===== config.mk =====
export PLATFORM = sky130hd
export DESIGN_NAME = gpiom_top
export DESIGN_NICKNAME = d
export VERILOG_FILES = /design/src/rtl/gpiom_pkg.sv /design/src/rtl/gpiom_decode.sv /design/src/rtl/gpiom_port.sv /design/src/rtl/gpiom_rdmux.sv /design/src/rtl/gpiom_top.sv
export SDC_FILE = /design/constraint.sdc
export NUM_CORES = 1
export LEC_CHECK = 0
export BUFFER_PORTS_ARGS = -buffer_cell sky130_fd_sc_hd__buf_2
export CORE_ASPECT_RATIO = 1.25
export CORE_MARGIN = 2
export CORE_UTILIZATION = 59
export CTS_BUF_LIST = sky130_fd_sc_hd__clkbuf_4 sky130_fd_sc_hd__clkbuf_8
export CTS_CLUSTER_DIAMETER = 100
export DETAILED_ROUTE_END_ITERATION = 16
export PLACE_DENSITY = 0.88
export RECOVER_POWER = 100
export SKIP_CTS_REPAIR_TIMING = 1
export SLEW_MARGIN = 0
export SYNTH_ARGS = -nofsm -noshare
export SYNTH_HDL_FRONTEND = slang
export SYNTH_SLANG_ARGS = --single-unit

===== constraint.sdc =====
create_clock -name clk -period 1.97 [get_ports clk]
set_input_delay 0.197 -clock clk [delete_from_list [all_inputs] [get_ports clk]]
set_output_delay 0.197 -clock clk [all_outputs]
set_load 0.05 [all_outputs]

===== src/rtl/gpiom_pkg.sv =====
package gpiom_pkg;

  typedef enum logic [2:0] {
    RG_BIT  = 3'd0,
    RG_DIR  = 3'd1,
    RG_PIN  = 3'd2,
    RG_SET  = 3'd3,
    RG_CLR  = 3'd4,
    RG_TGL  = 3'd5,
    RG_MASK = 3'd6,
    RG_MPIN = 3'd7
  } gpiom_region_e;

  typedef struct packed {
    logic dir;
    logic pin;
    logic set;
    logic clr;
    logic tgl;
    logic mask;
    logic mpin;
    logic bitw;
  } gpiom_wsel_t;

endpackage


===== src/rtl/gpiom_decode.sv =====
module gpiom_decode
  import gpiom_pkg::*;
#(
  parameter int NPORTS = 2,
  parameter int PORT_W = 1,
  parameter int PIN_W  = 5,
  localparam int ADDR_W = 3 + PORT_W + PIN_W
) (
  input  logic              clk,
  input  logic              rst_n,
  input  logic [ADDR_W-1:0] addr,
  input  logic              we,
  output gpiom_region_e     region,
  output logic [PORT_W-1:0] port_idx,
  output logic [PIN_W-1:0]  pin_idx,
  output logic [NPORTS-1:0] port_hit,
  output gpiom_wsel_t       wsel
);

  assign region   = gpiom_region_e'(addr[ADDR_W-1 -: 3]);
  assign port_idx = addr[PIN_W +: PORT_W];
  assign pin_idx  = addr[PIN_W-1:0];

  for (genvar p = 0; p < NPORTS; p++) begin : g_hit
    assign port_hit[p] = we && (port_idx == PORT_W'(p));
  end

  always_comb begin
    wsel      = '0;
    wsel.bitw = we && (region == RG_BIT);
    wsel.dir  = we && (region == RG_DIR);
    wsel.pin  = we && (region == RG_PIN);
    wsel.set  = we && (region == RG_SET);
    wsel.clr  = we && (region == RG_CLR);
    wsel.tgl  = we && (region == RG_TGL);
    wsel.mask = we && (region == RG_MASK);
    wsel.mpin = we && (region == RG_MPIN);
  end

  // a write reaches at most one port
  p_hit_r12: assert property (@(posedge clk) disable iff (!rst_n)
    $onehot0(port_hit));

endmodule


===== src/rtl/gpiom_port.sv =====
module gpiom_port
  import gpiom_pkg::*;
#(
  parameter int W  = 32,
  localparam int IW = $clog2(W)
) (
  input  logic          clk,
  input  logic          rst_n,
  input  gpiom_wsel_t   sel,
  input  logic [IW-1:0] bit_idx,
  input  logic [W-1:0]  wdata,
  input  logic [W-1:0]  pin_in,
  output logic [W-1:0]  out_q,
  output logic [W-1:0]  dir_q,
  output logic [W-1:0]  mask_q,
  output logic [W-1:0]  level
);

  logic [W-1:0] out_nxt;
  logic         past_ok;

  always_comb begin
    out_nxt = out_q;
    if (sel.pin)  out_nxt = wdata;
    if (sel.set)  out_nxt = out_nxt | wdata;
    if (sel.clr)  out_nxt = out_nxt & ~wdata;
    if (sel.tgl)  out_nxt = out_nxt ^ wdata;
    if (sel.mpin) out_nxt = (out_q & mask_q) | (wdata & ~mask_q);
    if (sel.bitw) out_nxt[bit_idx] = wdata[0];
  end

  always_ff @(posedge clk or negedge rst_n) begin
    if (!rst_n) begin
      out_q   <= '0;
      dir_q   <= '0;
      mask_q  <= '0;
      past_ok <= 1'b0;
    end else begin
      out_q   <= out_nxt;
      past_ok <= 1'b1;
      if (sel.dir)  dir_q  <= wdata;
      if (sel.mask) mask_q <= wdata;
    end
  end

  assign level = (dir_q & out_q) | (~dir_q & pin_in);

  p_set_r3: assert property (@(posedge clk) disable iff (!rst_n || !past_ok)
    $past(sel.set) |-> (out_q == ($past(out_q) | $past(wdata))));

  p_clr_r4: assert property (@(posedge clk) disable iff (!rst_n || !past_ok)
    $past(sel.clr) |-> (out_q == ($past(out_q) & ~$past(wdata))));

  p_tgl_r5: assert property (@(posedge clk) disable iff (!rst_n || !past_ok)
    $past(sel.tgl) |-> (out_q == ($past(out_q) ^ $past(wdata))));

  p_bit_r6: assert property (@(posedge clk) disable iff (!rst_n || !past_ok)
    $past(sel.bitw) |-> (out_q[$past(bit_idx)] == $past(wdata[0])));

  p_mask_r8: assert property (@(posedge clk) disable iff (!rst_n || !past_ok)
    $past(sel.mask) |-> (mask_q == $past(wdata)));

  p_mpin_r9: assert property (@(posedge clk) disable iff (!rst_n || !past_ok)
    $past(sel.mpin) |-> ((out_q & $past(mask_q)) == ($past(out_q) & $past(mask_q))));

  p_dirhold_r2: assert property (@(posedge clk) disable iff (!rst_n || !past_ok)
    !$past(sel.dir) |-> $stable(dir_q));

endmodule


===== src/rtl/gpiom_rdmux.sv =====
module gpiom_rdmux
  import gpiom_pkg::*;
#(
  parameter int NPORTS = 2,
  parameter int W      = 32,
  parameter int PORT_W = 1,
  localparam int IW = $clog2(W)
) (
  input  gpiom_region_e       region,
  input  logic [PORT_W-1:0]   port_idx,
  input  logic [IW-1:0]       pin_idx,
  input  logic [NPORTS*W-1:0] levels,
  input  logic [NPORTS*W-1:0] outs,
  input  logic [NPORTS*W-1:0] dirs,
  input  logic [NPORTS*W-1:0] masks,
  output logic [W-1:0]        rdata
);

  logic [W-1:0] lvl, outw, dirw, mskw;

  always_comb begin
    lvl  = '0;
    outw = '0;
    dirw = '0;
    mskw = '0;
    for (int p = 0; p < NPORTS; p++) begin
      if (port_idx == PORT_W'(p)) begin
        lvl  = levels[p*W +: W];
        outw = outs[p*W +: W];
        dirw = dirs[p*W +: W];
        mskw = masks[p*W +: W];
      end
    end
    unique case (region)
      RG_BIT:  rdata = {{(W-1){1'b0}}, lvl[pin_idx]};
      RG_DIR:  rdata = dirw;
      RG_PIN:  rdata = lvl;
      RG_SET,
      RG_CLR,
      RG_TGL:  rdata = outw;
      RG_MASK: rdata = mskw;
      RG_MPIN: rdata = lvl & ~mskw;
      default: rdata = '0;
    endcase
  end

endmodule


===== src/rtl/gpiom_top.sv =====
module gpiom_top
  import gpiom_pkg::*;
#(
  parameter int NPORTS = 2,
  parameter int W      = 32,
  localparam int PIN_W  = $clog2(W),
  localparam int PORT_W = (NPORTS > 1) ? $clog2(NPORTS) : 1,
  localparam int ADDR_W = 3 + PORT_W + PIN_W
) (
  input  logic                clk,
  input  logic                rst_n,
  input  logic [ADDR_W-1:0]   bus_addr,
  input  logic                bus_we,
  input  logic [W-1:0]        bus_wdata,
  output logic [W-1:0]        bus_rdata,
  input  logic [NPORTS*W-1:0] pin_in,
  output logic [NPORTS*W-1:0] pin_out,
  output logic [NPORTS*W-1:0] pin_oe
);

  gpiom_region_e       region;
  logic [PORT_W-1:0]   port_idx;
  logic [PIN_W-1:0]    pin_idx;
  logic [NPORTS-1:0]   port_hit;
  gpiom_wsel_t         wsel;
  logic [NPORTS*W-1:0] levels, masks;
  logic [W-1:0]        rd_nxt;

  gpiom_decode #(.NPORTS(NPORTS), .PORT_W(PORT_W), .PIN_W(PIN_W)) u_dec (
    .clk(clk), .rst_n(rst_n), .addr(bus_addr), .we(bus_we),
    .region(region), .port_idx(port_idx), .pin_idx(pin_idx),
    .port_hit(port_hit), .wsel(wsel)
  );

  for (genvar p = 0; p < NPORTS; p++) begin : g_port
    gpiom_wsel_t sel_p;
    assign sel_p = port_hit[p] ? wsel : '0;
    gpiom_port #(.W(W)) u_port (
      .clk(clk), .rst_n(rst_n), .sel(sel_p), .bit_idx(pin_idx),
      .wdata(bus_wdata), .pin_in(pin_in[p*W +: W]),
      .out_q(pin_out[p*W +: W]), .dir_q(pin_oe[p*W +: W]),
      .mask_q(masks[p*W +: W]), .level(levels[p*W +: W])
    );
  end

  gpiom_rdmux #(.NPORTS(NPORTS), .W(W), .PORT_W(PORT_W)) u_rd (
    .region(region), .port_idx(port_idx), .pin_idx(pin_idx),
    .levels(levels), .outs(pin_out), .dirs(pin_oe), .masks(masks),
    .rdata(rd_nxt)
  );

  always_ff @(posedge clk or negedge rst_n) begin
    if (!rst_n) bus_rdata <= '0;
    else        bus_rdata <= rd_nxt;
  end

  // state held at zero while in reset
  p_rst_r1: assert property (@(posedge clk) !rst_n |-> (pin_out == '0 && pin_oe == '0));

endmodule


# After elaboration in Yosys (flattened, before gate mapping)
# Cells that the tools add are included.
[totals]
word_cells = 80
out_inout_bits = 160
input_bits = 108
register_bits = 224
[classes]
n_eq_ne = 7
bitwise_logic = 26
n_reduce_logical = 13
n_mux = 25
order_cmp = 2
[op_table]
columns = ["operator", "count"]
rows = [
  ["two-way mux 32 bit", 16],
  ["AND 32 bit", 11],
  ["NOT 32 bit", 6],
  ["bitwise OR 32 bit", 6],
  ["one-hot mux 32 bit (6 select lines)", 1],
  ["bitwise mux 32 bit", 2],
  ["bitwise XOR 32 bit", 2],
  ["two-way mux 8 bit", 2],
  ["== test 3 bit, second input constant", 4],
  ["logical AND 1 bit", 11],
  ["== test 3 x 2 -> 1 bit, second input constant", 2],
  ["less-than comparator 5 x 6 -> 1 bit, second input constant", 1],
  ["binary-select mux 1 bit (select 5 bit)", 1],
  ["demux 1 bit (select 5 bit)", 1],
  [">= comparator 5 x 1 -> 1 bit, second input constant", 1],
  ["== test 3 x 1 -> 1 bit, second input constant", 1],
  ["zero test 3 bit", 1],
  ["OR reduction 3 bit", 1],
  ["two-way mux 1 bit", 2],
  ["NOT 1 bit", 1],
]

# Depth between registers and ports, before layout
[depth]
ltp_word = 13
depth_mapped = 9
depth_no_buf = 6

# By module
# A second synthesis with hierarchy kept.
[hier_totals]
hier_cells = 1434
hier_area_um2 = 15154.5
[modules_own_cells]
columns = ["mod", "area_per_inst_um2", "cells_each", "seq_area_each_um2", "instances"]
rows = [
  ["gpiom_port", 5647.9, 527, 2402.3, 2],
  ["gpiom_rdmux", 2786.4, 313, 0.0, 1],
  ["gpiom_top", 900.9, 48, 800.8, 1],
  ["gpiom_decode", 171.4, 19, 0.0, 1],
]

# Worst setup path after synthesis
# OpenSTA, ideal clock, no wires.
[synth_timing]
path_kind = "register -> register"
start = "reg g_port[0].u_port.dir_q[4]"
end = "reg bus_rdata[0]"
required_ns = 1.826
stages_incl_launch_ff = 7
period_less_slack_ns = 2.135
setup_time_ns = 0.144
slack_ns = -0.165
path_buffers = 0
t_arrival_ns = 1.991
path_cell_list = "dfrtp_1 mux2_2 or3_1 o211ai_1 nand4_1 a2111oi_2 a41oi_1"
[synth_via]
elab_chain_cells = 7
elab_cells_between_ends = 8
cone_classes = "mux: 4; bitwise: 4"
[synth_lines]
columns = ["element", "line_no", "text"]
rows = [
  ["from (decl)", "gpiom_port.sv:14", "output logic [W-1:0] dir_q,"],
  ["from (signal assigned)", "gpiom_port.sv:41", "if (sel.dir) dir_q <= wdata;"],
  ["NOT 32 bit", "gpiom_port.sv:46", "assign level = (dir_q & out_q) | (~dir_q & pin_in);"],
  ["AND 32 bit", "gpiom_port.sv:46", ""],
  ["bitwise OR 32 bit (*)", "gpiom_port.sv:46", ""],
  ["two-way mux 32 bit (*)", "gpiom_rdmux.sv:27", "if (port_idx == PORT_W'(p)) begin"],
  ["binary-select mux 1 bit (select 5 bit) (*)", "gpiom_rdmux.sv:35", "RG_BIT: rdata = {{(W-1){1'b0}}, lvl[pin_idx]};"],
  ["two-way mux 1 bit (implied by the code) (*)", "gpiom_rdmux.sv:35", ""],
  ["one-hot mux 32 bit (6 select lines) (*)", "gpiom_rdmux.sv:34", "unique case (region)"],
  ["named net rd_nxt[0]", "gpiom_top.sv:27", "logic [W-1:0] rd_nxt;"],
  ["to (signal assigned)", "gpiom_top.sv:54", "else bus_rdata <= rd_nxt;"],
  ["to (decl)", "gpiom_top.sv:15", "output logic [W-1:0] bus_rdata,"],
]
# The timed path passes the listed nets; every way through them passes the cells marked *. The select of a mux whose other input is x is not followed.
# A chain may end at the register's enable or synchronous reset.

# Final worst setup path
[layout_timing]
start = "reg g_port[1].u_port.dir_q[22]"
end = "reg bus_rdata[0]"
[layout_via]
elab_chain_cells = 7
elab_cells_between_ends = 8
cone_classes = "mux: 4; bitwise: 4"
[layout_lines]
columns = ["element", "line_no"]
rows = [
  ["from (decl)", "gpiom_port.sv:14"],
  ["from (signal assigned)", "gpiom_port.sv:41"],
  ["NOT 32 bit", "gpiom_port.sv:46"],
  ["AND 32 bit", "gpiom_port.sv:46"],
  ["bitwise OR 32 bit (*)", "gpiom_port.sv:46"],
  ["two-way mux 32 bit (*)", "gpiom_rdmux.sv:27"],
  ["binary-select mux 1 bit (select 5 bit) (*)", "gpiom_rdmux.sv:35"],
  ["two-way mux 1 bit (implied by the code) (*)", "gpiom_rdmux.sv:35"],
  ["one-hot mux 32 bit (6 select lines) (*)", "gpiom_rdmux.sv:34"],
  ["named net rd_nxt[0]", "gpiom_top.sv:27"],
]
# Marks and branches as above.

==> tab_implementation.tex <==
\begin{tabular}{lr}
\hline
Metric & Value \\
\hline
\multicolumn{2}{l}{\textbf{Outcome}} \\
Outcome & complete, but fails checks \\
Violated checks & negative setup slack \\
\multicolumn{2}{l}{\textbf{Drt}} \\
DR vias & roughly 17k \\
Length of the first detailed-routing pass in iterations & 7 \\
Post-route ant nets & 0 \\
Met3 wire len & 7.869 mm \\
Routed wirelength normalized by instance count & 25.11 um \\
Met2 wirelength from detailed routing & between 20 and 30 mm \\
Uppermost metal layer occupied by signal nets & met4 \\
Number of design-rule violations left by the first detailed-router iteration & roughly 2.3k \\
Detailed Route WL & slightly above 60 mm \\
Met1 Routed Length & around 21 mm \\
Number of remaining DRC errors & 0 \\
Avg Vias per Cell & slightly above 7 \\
\multicolumn{2}{l}{\textbf{Clock tree}} \\
Clock Tree Buf Depth & 3 \\
Clk pin slew, worst setup/hold paths & 0.06 ns \\
Worst-skew pair later-pin latency & about 0.58 ns \\
H-tree level count & 2 \\
Clock tree from TritonCTS & yes \\
CTS Root Buffer Type & sky130\_fd\_sc\_hd\_\_clkbuf\_8 \\
Clock net sink count & around 220 \\
Number of buffers added by the clock tree synthesis step & 39 \\
\multicolumn{2}{l}{\textbf{Placed design}} \\
Half-perimeter wire length after placement & 41.64 mm \\
I/O Buffers & $\sim$270 \\
Gpl congestion & 1.002 \\
\multicolumn{2}{l}{\textbf{Power}} \\
Overall power of the completed layout & approximately 20 mW \\
Cell leakage power & $\sim$8.1 nW \\
Pwr Density & 1049 nW/um\^{}2 \\
Worst vdd ir & 0.9850 mV \\
\multicolumn{2}{l}{\textbf{Run}} \\
MaxCap Viol Count & 0 \\
\multicolumn{2}{l}{\textbf{Final layout}} \\
Number of fillers in the final layout & a little under 2k \\
Leading cell type in the layout, fill and taps excluded & sky130\_fd\_sc\_hd\_\_dfrtp\_1 \\
Share of layout cells above drive strength 1 & 0.2553 \\
Post-layout nets & 2,189 \\
Area growth from synthesis to layout & 19.94\% \\
Commonest cells after routing, fill and taps aside & sky130\_fd\_sc\_hd\_\_dfrtp\_1, sky130\_fd\_sc\_hd\_\_nand2\_1, sky130\_fd\_sc\_hd\_\_clkbuf\_1 \\
\multicolumn{2}{l}{\textbf{Synth}} \\
Leading cell types by total area after synthesis & sky130\_fd\_sc\_hd\_\_dfrtp\_1, sky130\_fd\_sc\_hd\_\_mux2\_2, sky130\_fd\_sc\_hd\_\_mux2i\_1, sky130\_fd\_sc\_hd\_\_nand2\_1, sky130\_fd\_sc\_hd\_\_a21oi\_1 \\
Warning count from the yosys run & 0 \\
Synth Register Bits & between 200 and 250 \\
Post-Syn Instances & $\sim$1.8k \\
Mapped Nets & 1,870 \\
Top cell type by total area after synthesis & sky130\_fd\_sc\_hd\_\_dfrtp\_1 \\
Synth top area share & 0.3522 \\
Number of synthesized flops with an enable pin & 0 \\
Predominant post-synthesis flop cell & sky130\_fd\_sc\_hd\_\_dfrtp\_1 \\
Async set-or-reset flop fraction in the synthesized netlist & 1.000 \\
Number of different library cells in the post-synthesis netlist & 63 \\
Per-instance average area after synthesis & between 9 and 10 sq um \\
Post-synthesis instance area & between 15,000 and 20,000 sq um \\
Part of the Yosys area used for sequential elements & 0.3522 \\
\multicolumn{2}{l}{\textbf{Timing}} \\
Worst hold slack & 0.01342 ns \\
Slew headroom & 0.08123 \\
Final setup slack of the worst path & -0.0004305 ns \\
Timing-limited maximum frequency & 0.5075 GHz \\
Max Transition Viols Final & 0 \\
Setup skew after layout & 0.02781 ns \\
Setup Total Neg Slack & -0.0004305 ns \\
Slew at the pin closest to its max-slew limit & roughly 1.4 ns \\
Final-report setup violation count & 1 \\
Portion of the clock cycle consumed by the worst path in the final layout & 1.000 \\
Number of hold violations in the final report & 0 \\
Shortest period the worst path allows & 1.970 ns \\
\multicolumn{2}{l}{\textbf{Critical path}} \\
Data arrival at the endpoint of the critical path & between 2 and 2.5 ns \\
Worst setup path category & flip-flop to flip-flop \\
Element type at the critical path end & flip-flop \\
Required time of the critical path & $\sim$2.4 ns \\
Startpoint types & flip-flop \\
Maximum fanout along the worst path & 4 \\
\multicolumn{2}{l}{\textbf{Floorplanning}} \\
Cell row count & 67 \\
Starting density of the core & 0.5971 \\
Area inside the core boundary & approximately 27,000 sq um \\
Floorplan die area & approximately 28,000 sq um \\
Overall die width & between 150 and 200 um \\
Die Y-Extent & between 150 and 200 um \\
IO Pins & 268 \\
\multicolumn{2}{l}{\textbf{Worst hold path}} \\
Type of the tightest min-delay check & input pin to flip-flop \\
\multicolumn{2}{l}{\textbf{Global routing}} \\
Vias in the first global route & around 17k \\
All-Layer GR Usage & 0.4266 \\
Global-route wire length before repair & between 90 and 100 mm \\
Global route overflow & 0 \\
Largest net degree at the start of global routing & between 50 and 60 \\
Number of antenna violations at the first check in global routing & 3 \\
\hline
\end{tabular}
registers in the layout, indices dropped and copies added, names as in the netlist:
| signal | flops |
|---|---|
| bus_rdata | 32 |
| g_port.u_port.out_q | 64 |
| g_port.u_port.mask_q | 64 |
| g_port.u_port.dir_q | 64 |
logic make-up after synthesis:
group / after synthesis / share of synthesized area
mux: 316 / 0.2144
flops: 224 / 0.3522
simple gates: 398 / 0.1182
compound gates: 633 / 0.2604
buf+inv: 191 / 0.05487
stage by stage:
| stage | worst slack [ns] | instance area, sq um | std cells | utilization |
|---|---|---|---|---|
| final | -0.0004305 | 19090 | 2459 | 0.7161 |
| after global routing | -0.01973 | 19090 | 2459 | 0.7161 |
| after CTS | -0.05158 | 19520 | 2455 | 0.7323 |
| after detailed placement | -0.01268 | 18630 | 2384 | 0.6990 |
| after global placement | 0.02209 | 18630 | 2384 | 0.6990 |
| after floorplan | 0.01401 | 15930 | 1762 | - |
where the power goes:
group | switching, mW | internal, mW | leakage (nW) | total, mW
logic | 5.69 | 2.82 | 5.03 | 8.51
registers | 0.987 | 5.59 | 2.63 | 6.58
clock network | 2.10 | 2.84 | 0.464 | 4.94
layout make-up:
class,instances,area (sq um),area share
tap,345,431.7,0.02261
multi-input combinational,1347,9478,0.4965
sequential,224,5613,0.2940
timing repair buffer,462,2646,0.1386
clock inverter,16,187.7,0.009831
inverter,7,26.28,0.001376
antenna,3,7.507,0.0003932
clock buffer,55,700.7,0.03670
Yosys cell counts (3+ instances only):
cell type / count
sky130_fd_sc_hd__nor2_1: 58
sky130_fd_sc_hd__a22o_1: 47
sky130_fd_sc_hd__and2_1: 3
sky130_fd_sc_hd__inv_1: 4
sky130_fd_sc_hd__nand2b_1: 3
sky130_fd_sc_hd__clkbuf_1: 90
sky130_fd_sc_hd__nor3_1: 10
sky130_fd_sc_hd__o2bb2ai_1: 9
sky130_fd_sc_hd__nand3_1: 28
sky130_fd_sc_hd__buf_4: 14
sky130_fd_sc_hd__a21o_1: 32
sky130_fd_sc_hd__nand2_1: 215
sky130_fd_sc_hd__o21ai_0: 127
sky130_fd_sc_hd__buf_1: 7
sky130_fd_sc_hd__a21oi_1: 159
sky130_fd_sc_hd__mux2i_1: 153
sky130_fd_sc_hd__o32a_1: 3
sky130_fd_sc_hd__a221oi_1: 71
sky130_fd_sc_hd__a211oi_1: 6
sky130_fd_sc_hd__o221ai_1: 8
sky130_fd_sc_hd__or3_1: 12
sky130_fd_sc_hd__mux2_2: 158
sky130_fd_sc_hd__o31ai_1: 5
sky130_fd_sc_hd__and3b_1: 3
sky130_fd_sc_hd__a221o_1: 6
sky130_fd_sc_hd__a31oi_1: 34
sky130_fd_sc_hd__a22oi_1: 52
sky130_fd_sc_hd__inv_2: 3
sky130_fd_sc_hd__mux4_2: 4
sky130_fd_sc_hd__dfrtp_1: 224
sky130_fd_sc_hd__nor3b_1: 42
sky130_fd_sc_hd__o22ai_1: 21
sky130_fd_sc_hd__buf_2: 71
sky130_fd_sc_hd__o21ai_1: 13
sky130_fd_sc_hd__o211ai_1: 28
sky130_fd_sc_hd__nor2b_1: 5
layer usage:
layer  vias to the layer above  track usage
li1                       7304            -
met3                       462       0.1161
met2                      1455       0.6526
met5                         -            0
met1                      8193       0.5126
met4                         0       0.3109
final timing paths:
kind	startpoint	end	slack, ns	cells after the start
max in group asynchronous	rst_n	g_port[1].u_port.dir_q[31]	0.30	3
worst max register to register	g_port[1].u_port.dir_q[22]	bus_rdata[0]	-0.0004	5
worst max-delay path	g_port[1].u_port.dir_q[22]	bus_rdata[0]	-0.0004	5
min in group asynchronous	rst_n	g_port[1].u_port.dir_q[13]	0.48	2
worst min register to register	g_port[1].u_port.mask_q[17]	g_port[1].u_port.mask_q[17]	0.56	1
worst min-delay path	bus_wdata[7]	g_port[1].u_port.dir_q[7]	0.01	2
critical path: stages (launching register included):
cell	delay (ns)
sky130_fd_sc_hd__dfrtp_1	0.42
sky130_fd_sc_hd__mux2i_1	0.54
sky130_fd_sc_hd__mux4_2	0.35
sky130_fd_sc_hd__o22ai_1	0.09
sky130_fd_sc_hd__a22oi_2	0.29
sky130_fd_sc_hd__a41oi_2	0.14
No activity file was read; power rests on OpenSTA's default activity.
